`src/rtl/fdl_pkg.sv`:
```
package fdl_pkg;

    // Bit positions inside the written byte
    localparam int BIT_DRV  = 0;
    localparam int BIT_SIDE = 2;
    localparam int BIT_DDEN = 3;
    localparam int BIT_HD   = 4;

    typedef struct packed {
        logic hd;
        logic dden;
        logic side;
        logic drv_b;
    } fdl_ctrl_t;

    typedef enum logic [1:0] {
        NMI_IDLE  = 2'd0,
        NMI_WAIT  = 2'd1,
        NMI_DRIVE = 2'd2
    } nmi_state_e;

endpackage

```
`src/rtl/fdl_ctrl_reg.sv`:
```
module fdl_ctrl_reg
    import fdl_pkg::*;
#(
    parameter int ADDR_W = 8,
    parameter int DATA_W = 8,
    parameter logic [ADDR_W-1:0] PORT = 8'h48
) (
    input  logic              clk,
    input  logic              rst_n,
    input  logic              wr_en,
    input  logic [ADDR_W-1:0] addr,
    input  logic [DATA_W-1:0] wdata,
    output fdl_ctrl_t         ctrl_q
);

    logic      hit;
    fdl_ctrl_t ctrl_d;

    assign hit = wr_en && (addr == PORT);

    always_comb begin
        ctrl_d.drv_b = wdata[BIT_DRV];
        ctrl_d.side  = wdata[BIT_SIDE];
        ctrl_d.dden  = wdata[BIT_DDEN];
        ctrl_d.hd    = wdata[BIT_HD];
    end

    always_ff @(posedge clk) begin
        if (!rst_n) begin
            ctrl_q <= '0;
        end else if (hit) begin
            ctrl_q <= ctrl_d;
        end
    end

    // no write to the port, no change in the latch
    assert_hold_R3: assert property (@(posedge clk) disable iff (!rst_n)
        !hit |=> $stable(ctrl_q));

endmodule

```
`src/rtl/fdl_clk_div.sv`:
```
module fdl_clk_div #(
    parameter int PRESCALE = 2
) (
    input  logic clk,
    input  logic rst_n,
    input  logic hd,
    output logic fdc_clk
);

    localparam int CW = (PRESCALE > 1) ? $clog2(PRESCALE) : 1;

    logic tick;
    logic fast_q;
    logic slow_q;

    generate
        if (PRESCALE > 1) begin : g_pre
            logic [CW-1:0] cnt_q;
            assign tick = (cnt_q == CW'(PRESCALE - 1));
            always_ff @(posedge clk) begin
                if (!rst_n || tick) cnt_q <= '0;
                else                cnt_q <= cnt_q + 1'b1;
            end
        end else begin : g_nopre
            assign tick = 1'b1;
        end
    endgenerate

    always_ff @(posedge clk) begin
        if (!rst_n) begin
            fast_q <= 1'b0;
            slow_q <= 1'b0;
        end else if (tick) begin
            fast_q <= ~fast_q;
            if (fast_q) slow_q <= ~slow_q;
        end
    end

    assign fdc_clk = hd ? fast_q : slow_q;

    // the halving flip-flop moves only as the fast flip-flop falls
    assert_half_R5: assert property (@(posedge clk) disable iff (!rst_n)
        !$stable(slow_q) |-> $fell(fast_q));

endmodule

```
`src/rtl/fdl_nmi_fsm.sv`:
```
module fdl_nmi_fsm
    import fdl_pkg::*;
(
    input  logic clk,
    input  logic rst_n,
    input  logic hd,
    input  logic halt_n,
    input  logic intrq,
    input  logic drq,
    output logic nmi_n
);

    nmi_state_e state_q, state_d;
    logic       trig;

    assign trig = hd && !halt_n && (intrq || drq);

    always_ff @(posedge clk) begin
        if (!rst_n) state_q <= NMI_IDLE;
        else        state_q <= state_d;
    end

    always_comb begin
        state_d = state_q;
        unique case (state_q)
            NMI_IDLE:  state_d = !hd ? NMI_IDLE : (trig ? NMI_DRIVE : NMI_WAIT);
            NMI_WAIT:  state_d = !hd ? NMI_IDLE : (trig ? NMI_DRIVE : NMI_WAIT);
            NMI_DRIVE: state_d = !hd ? NMI_IDLE : (trig ? NMI_DRIVE : NMI_WAIT);
            default:   state_d = NMI_IDLE;
        endcase
    end

    always_comb begin
        unique case (state_q)
            NMI_DRIVE: nmi_n = 1'b0;
            default:   nmi_n = 1'b1;
        endcase
    end

    // a full trigger pulls NMI low on the next cycle
    assert_nmi_fire_R7: assert property (@(posedge clk) disable iff (!rst_n)
        trig |=> !nmi_n);
    // any broken condition releases NMI on the next cycle
    assert_nmi_release_R8: assert property (@(posedge clk) disable iff (!rst_n)
        !trig |=> nmi_n);
    // NMI never low while high density was off the cycle before
    assert_nmi_hdoff_R9: assert property (@(posedge clk) disable iff (!rst_n)
        !hd |=> nmi_n);

endmodule

```
`src/rtl/fdc_ctl_latch.sv`:
```
module fdc_ctl_latch
    import fdl_pkg::*;
#(
    parameter int ADDR_W = 8,
    parameter int DATA_W = 8,
    parameter logic [ADDR_W-1:0] PORT = 8'h48,
    parameter int PRESCALE = 2
) (
    input  logic              clk,
    input  logic              rst_n,
    input  logic              io_wr,
    input  logic [ADDR_W-1:0] io_addr,
    input  logic [DATA_W-1:0] io_wdata,
    input  logic              cpu_halt_n,
    input  logic              fdc_intrq,
    input  logic              fdc_drq,
    output logic              drv_b_sel,
    output logic              side_sel,
    output logic              dden_en,
    output logic              hd_en,
    output logic              precomp_sel,
    output logic              fdc_clk,
    output logic              nmi_n
);

    fdl_ctrl_t ctrl;

    fdl_ctrl_reg #(.ADDR_W(ADDR_W), .DATA_W(DATA_W), .PORT(PORT)) u_reg (
        .clk    (clk),
        .rst_n  (rst_n),
        .wr_en  (io_wr),
        .addr   (io_addr),
        .wdata  (io_wdata),
        .ctrl_q (ctrl)
    );

    fdl_clk_div #(.PRESCALE(PRESCALE)) u_div (
        .clk     (clk),
        .rst_n   (rst_n),
        .hd      (ctrl.hd),
        .fdc_clk (fdc_clk)
    );

    fdl_nmi_fsm u_nmi (
        .clk    (clk),
        .rst_n  (rst_n),
        .hd     (ctrl.hd),
        .halt_n (cpu_halt_n),
        .intrq  (fdc_intrq),
        .drq    (fdc_drq),
        .nmi_n  (nmi_n)
    );

    assign drv_b_sel   = ctrl.drv_b;
    assign side_sel    = ctrl.side;
    assign dden_en     = ctrl.dden;
    assign hd_en       = ctrl.hd;
    assign precomp_sel = ctrl.hd;

endmodule

```
`config.mk`:
```
export PLATFORM = sky130hd
export DESIGN_NAME = fdc_ctl_latch
export DESIGN_NICKNAME = d
export VERILOG_FILES = /design/src/rtl/fdl_pkg.sv /design/src/rtl/fdl_ctrl_reg.sv /design/src/rtl/fdl_clk_div.sv /design/src/rtl/fdl_nmi_fsm.sv /design/src/rtl/fdc_ctl_latch.sv
export SDC_FILE = /design/constraint.sdc
export NUM_CORES = 1
export LEC_CHECK = 0
export CAP_MARGIN = 5
export CORE_AREA = 2 2 39 41
export DETAILED_ROUTE_END_ITERATION = 10
export DIE_AREA = 0 0 41 43
export DONT_BUFFER_PORTS = 1
export PLACE_DENSITY = 0.39
export SYNTH_ARGS = -nofsm -noshare
export SYNTH_HDL_FRONTEND = slang
export SYNTH_SLANG_ARGS = --single-unit
```
`constraint.sdc`:
```
create_clock -name clk -period 1.91 [get_ports clk]
set_clock_uncertainty 0.1 [all_clocks]
set_input_delay 0.382 -clock clk [delete_from_list [all_inputs] [get_ports clk]]
set_output_delay 0.382 -clock clk [all_outputs]
set_load 0.02 [all_outputs]
```
### Yosys cells after proc, flatten, opt, wreduce, memory -nomap -nowiden

Index checks and enable logic that the tools add are counted.
W data, S select, Z words.

* $add $sub $neg: 1
* eq/ne operators: 3
* mux-type cells: 3
* bitwise operators: 2
* reductions and logical operators: 11

Operator list (number)
* $eq A8 B7 Y1 const B: 1
* $logic_and A1 B1 Y1: 3
* $reduce_and A3 Y1: 1
* $reduce_or A3 Y1: 1
* $eq A2 B1 Y1 const B: 1
* $eq A2 B2 Y1 const B: 1
* $logic_not A1 Y1: 2
* $logic_not A2 Y1: 1
* $logic_or A1 B1 Y1: 2
* $mux W1: 2
* $mux W2: 1
* $not A1 Y1: 2
* $reduce_and A2 Y1: 1
* $add A1 B1 Y1 const B: 1

* bits in registers: 9

### Depth between registers and ports, before layout

* depth in word-level cells: 4
* depth in mapped cells: 4
* mapped depth without buffers: 3

### Hierarchy

From an unflattened synthesis, not the netlist that was laid out.

* cell total of the unflattened synthesis: 41
* area, all modules: 424.2 µm²

Modules (own cells, without submodules)
* fdl_ctrl_reg: instances 1, cells each 20, area each 210.2 µm², sequential area each 80.1 µm²
* fdl_clk_div: instances 1, cells each 11, area each 116.4 µm², sequential area each 60.1 µm²
* fdl_nmi_fsm: instances 1, cells each 9, area each 90.1 µm², sequential area each 40.0 µm²
* fdc_ctl_latch: instances 1, cells each 1, area each 7.5 µm², sequential area each 0.0 µm²

### Worst setup path before layout

Ideal clock, no wire load.

* path type: register to output
* from: reg u_reg.ctrl_q[3] (netlist name)
* to: out fdc_clk
* arrival time: 0.941 ns
* data required time: 1.428 ns
* slack: 0.487 ns
* stages on the path, launching flop included: 2
* path buffers: 0
* cells stage by stage: dfxtp_1 -> mux2_1

* word-level cells in the longest chain between the ends: 1

Ends and longest elaborated chain
* start: declaration: RTL line fdl_ctrl_reg.sv:13 `output fdl_ctrl_t ctrl_q`
* start signal: assignment: RTL line fdl_ctrl_reg.sv:32 `ctrl_q <= ctrl_d;`
* $mux W1: RTL line fdl_clk_div.sv:39 `assign fdc_clk = hd ? fast_q : slow_q;`
* end: declaration: RTL line fdc_ctl_latch.sv:22 `output logic fdc_clk,`

Every way passes these cells.

### Worst setup path in the final report

Same ends and word-level chain as after synthesis.

==> flow_summary.json <==
{
  "hold_path_class": "in -> reg",
  "drv_cap": 0,
  "comb_power_share_pct": 4.3,
  "reg2reg_from": "u_reg.ctrl_q[3]$_SDFFE_PN0P_",
  "end_kind": "primary output",
  "finalMaxSlewViolations": 0,
  "cts-root-buf": "clkbuf_4",
  "grt_pass1_wl_mm": 1.14,
  "ys_types": 18,
  "area_growth_pct": 8.12,
  "crit_slowest_cell": "mux2_1",
  "critPathBufInv": 0,
  "leakage_nw": 0.149,
  "crit_start": "u_reg.ctrl_q[3]$_SDFFE_PN0P_",
  "core_area_um2": 1380,
  "synth-seq-cells": 9,
  "regArea_um2": 180,
  "cts.clk_slew.worst_paths_ps": 60,
  "vias": 274,
  "drc": 0,
  "max_freq_ghz": 0.667,
  "dr.first_iter.drc_count": 4,
  "slew_headroom_pct": 83.9,
  "rrSetupSlack_ps": 870,
  "n_fill_cell": 150,
  "worstPathArrival_ps": 1020,
  "p_switching_mw": 0.0713,
  "critPathCapture": "fdc_clk",
  "finalCriticalPeriod_ps": 1500,
  "start_kind": "flop",
  "clock_path_buffers": 2,
  "die_area_um2": 1760,
  "htreeDepth": 1,
  "path_cells": "mux2_1",
  "met1_usage_pct": 9.84,
  "pwr-share-seq_pct": 55.9,
  "cts.sinks": 9,
  "nets": 65,
  "placed_cells": 54,
  "post_cts_resized": 0,
  "rsz0062_at_grt": "false",
  "grt_max_degree": 14,
  "cts-hold-fix-buffers": 0,
  "syn_avg_cell_area_um2": 9.63,
  "grt_util_met3_pct": 3.66,
  "cts_tree": "done",
  "synth.top_cell.area_share_pct": 46.8,
  "synth_nets": 62,
  "multi_input_area_um2": 183,
  "setup-violations-final": 0,
  "dp_hpwl_um": 595,
  "hold_viol": 0,
  "ys_top_cells_by_area": "dfxtp_1 47%, mux2i_1 10%, nand2_1 9.7%",
  "synth_warnings": 0,
  "port-buffer-count": 0,
  "gp_congestion": 0.561,
  "routed_wl_um": 720,
  "grtUsageTotal_pct": 10.1,
  "crit_family": "multiplexers",
  "clk_latency_ps": 260,
  "max_stage_delay_ps": 420,
  "use_met2_pct": 15.0,
  "sw_frac_of_total_pct": 20.2,
  "first_global_vias": 294,
  "hold_ws_ps": 91.8,
  "die_w_um": 41,
  "avgRoutedWirePerCell_um": 12.4,
  "num_rows": 14,
  "final_cell_count_no_fill": 58,
  "yosysTopAreaCell": "dfxtp_1",
  "clock_power_share_pct": 39.8,
  "cp_data_required_time_ps": 1430,
  "max_slew.worst_pin.slew_ps": 242,
  "power_density_nw_per_um2": 848,
  "outcome": "complete, no violations",
  "r2r_end": "u_nmi.state_q[1]$_SDFF_PN0_",
  "fin_setup_tns_ps": 0,
  "syn_area_um2": 385,
  "top_usage_layer": "met2",
  "initial_core_util_pct": 27.8,
  "path_class": "reg -> out",
  "drive_gt1_share_pct": 9.52,
  "dieHeight_um": 43,
  "ios": 29,
  "firstDrtPassIters": 4,
  "gr-total-overflow": 0,
  "worst-path-stages": 1,
  "postLayoutCoreUtil_pct": 30.1,
  "diodes": 0,
  "ant_nets": 0,
  "ys_seq_area_share_pct": 46.8,
  "cp_max_fo": 2,
  "synth_cells": 40,
  "fin_crit_sh_pct": 78.5,
  "antenna_found_initial": 0,
  "post_cts_buffers": 0,
  "ir_worst_vdd_mv": 0.330,
  "cts-buffers-inserted": 3,
  "reg2regPathDepth": 3,
  "avgViaCountPerCell": 4.72,
  "p_int_mw": 0.282
}
## worst min path at each step
stage                            startpoint                      endpoint  slack (ps)  cells after the start
4_1_cts                          cpu_halt_n   u_nmi.state_q[1]$_SDFF_PN0_          80                      1
3_5_place_dp   u_div.g_pre.cnt_q$_SDFF_PP0_  u_div.g_pre.cnt_q$_SDFF_PP0_         350                      1
6_report                         cpu_halt_n   u_nmi.state_q[1]$_SDFF_PN0_          90                      1
2_1_floorplan  u_div.g_pre.cnt_q$_SDFF_PP0_  u_div.g_pre.cnt_q$_SDFF_PP0_         330                      1
3_3_place_gp   u_div.g_pre.cnt_q$_SDFF_PP0_  u_div.g_pre.cnt_q$_SDFF_PP0_         340                      1
5_1_grt                          cpu_halt_n   u_nmi.state_q[1]$_SDFF_PN0_          90                      1
## sequential cells by signal, indices dropped and copies added, names as in the netlist
register	cells
u_div.fast_q	1
u_div.g_pre.cnt_q	1
u_div.slow_q	1
u_nmi.state_q	2
u_reg.ctrl_q	4
## kinds of logic (layout without fill, tap and decap cells)
kind of cell	after synthesis	in the layout	share of synthesized area, %
muxes	5	5	13.3
AOI/OAI and AO/OA	1	1	2.92
DFF	9	9	46.8
xor gates and xnor gates	2	2	4.55
buffers and inverters	3	5	5.84
and+or+nand+nor	20	20	26.6
## synth_stat cells
cell,n
and2_1,2
xnor2_1,1
buf_6,1
xor2_1,1
mux2_1,1
dfxtp_1,9
nor3_1,1
mux2i_1,4
and4_1,1
nand2_1,10
nor2_1,1
nor4b_1,2
nand2b_1,1
buf_4,1
nor2b_1,1
nand3_1,1
clkbuf_1,1
o2111a_1,1
## cell type report
cell class	count	area share, %
clock buffers	4	6.31
multi-input cells	28	43.8
flip-flops and latches	9	43.2
well taps	16	4.80
repair buffers	1	1.80
## stage by stage
| step | total power, mW | cell area, um2 | setup slack [ps] |
|---|---|---|---|
| 2_1_floorplan | 0.217 | 385 | 487 |
| 3_3_place_gp | 0.216 | 390 | 530 |
| 3_5_place_dp | 0.217 | 390 | 497 |
| 4_1_cts | 0.366 | 417 | 388 |
| 5_1_grt | 0.374 | 417 | 367 |
| 6_report | 0.353 | 417 | 410 |
## routing by layer
metal	vias to the layer above	routed length, um
li1	139	-
met1	117	259
met2	16	385
met3	2	69
met4	0	5
met5	-	0
## power groups by stage
stage	registers, mW	logic, mW	clock network (mW)
6_report	0.197	0.0153	0.140
5_1_grt	0.198	0.0174	0.158
4_1_cts	0.198	0.0158	0.152
3_5_place_dp	0.202	0.0156	0
3_3_place_gp	0.201	0.0149	0
2_1_floorplan	0.201	0.0162	0
## placed cells by master (no fill, tap or decap)
master / instances
clkbuf_4: 3
nor4b_1: 2
nand3_1: 1
and4_1: 1
and2_1: 2
dfxtp_1: 9
clkbuf_1: 1
o2111a_1: 1
nand2b_1: 1
mux2i_1: 4
nor2_1: 1
nand2_1: 10
buf_4: 1
nor3_1: 1
xor2_1: 1
mux2_1: 1
xnor2_1: 1
nor2b_1: 1
(Power assumes the default switching activity.)
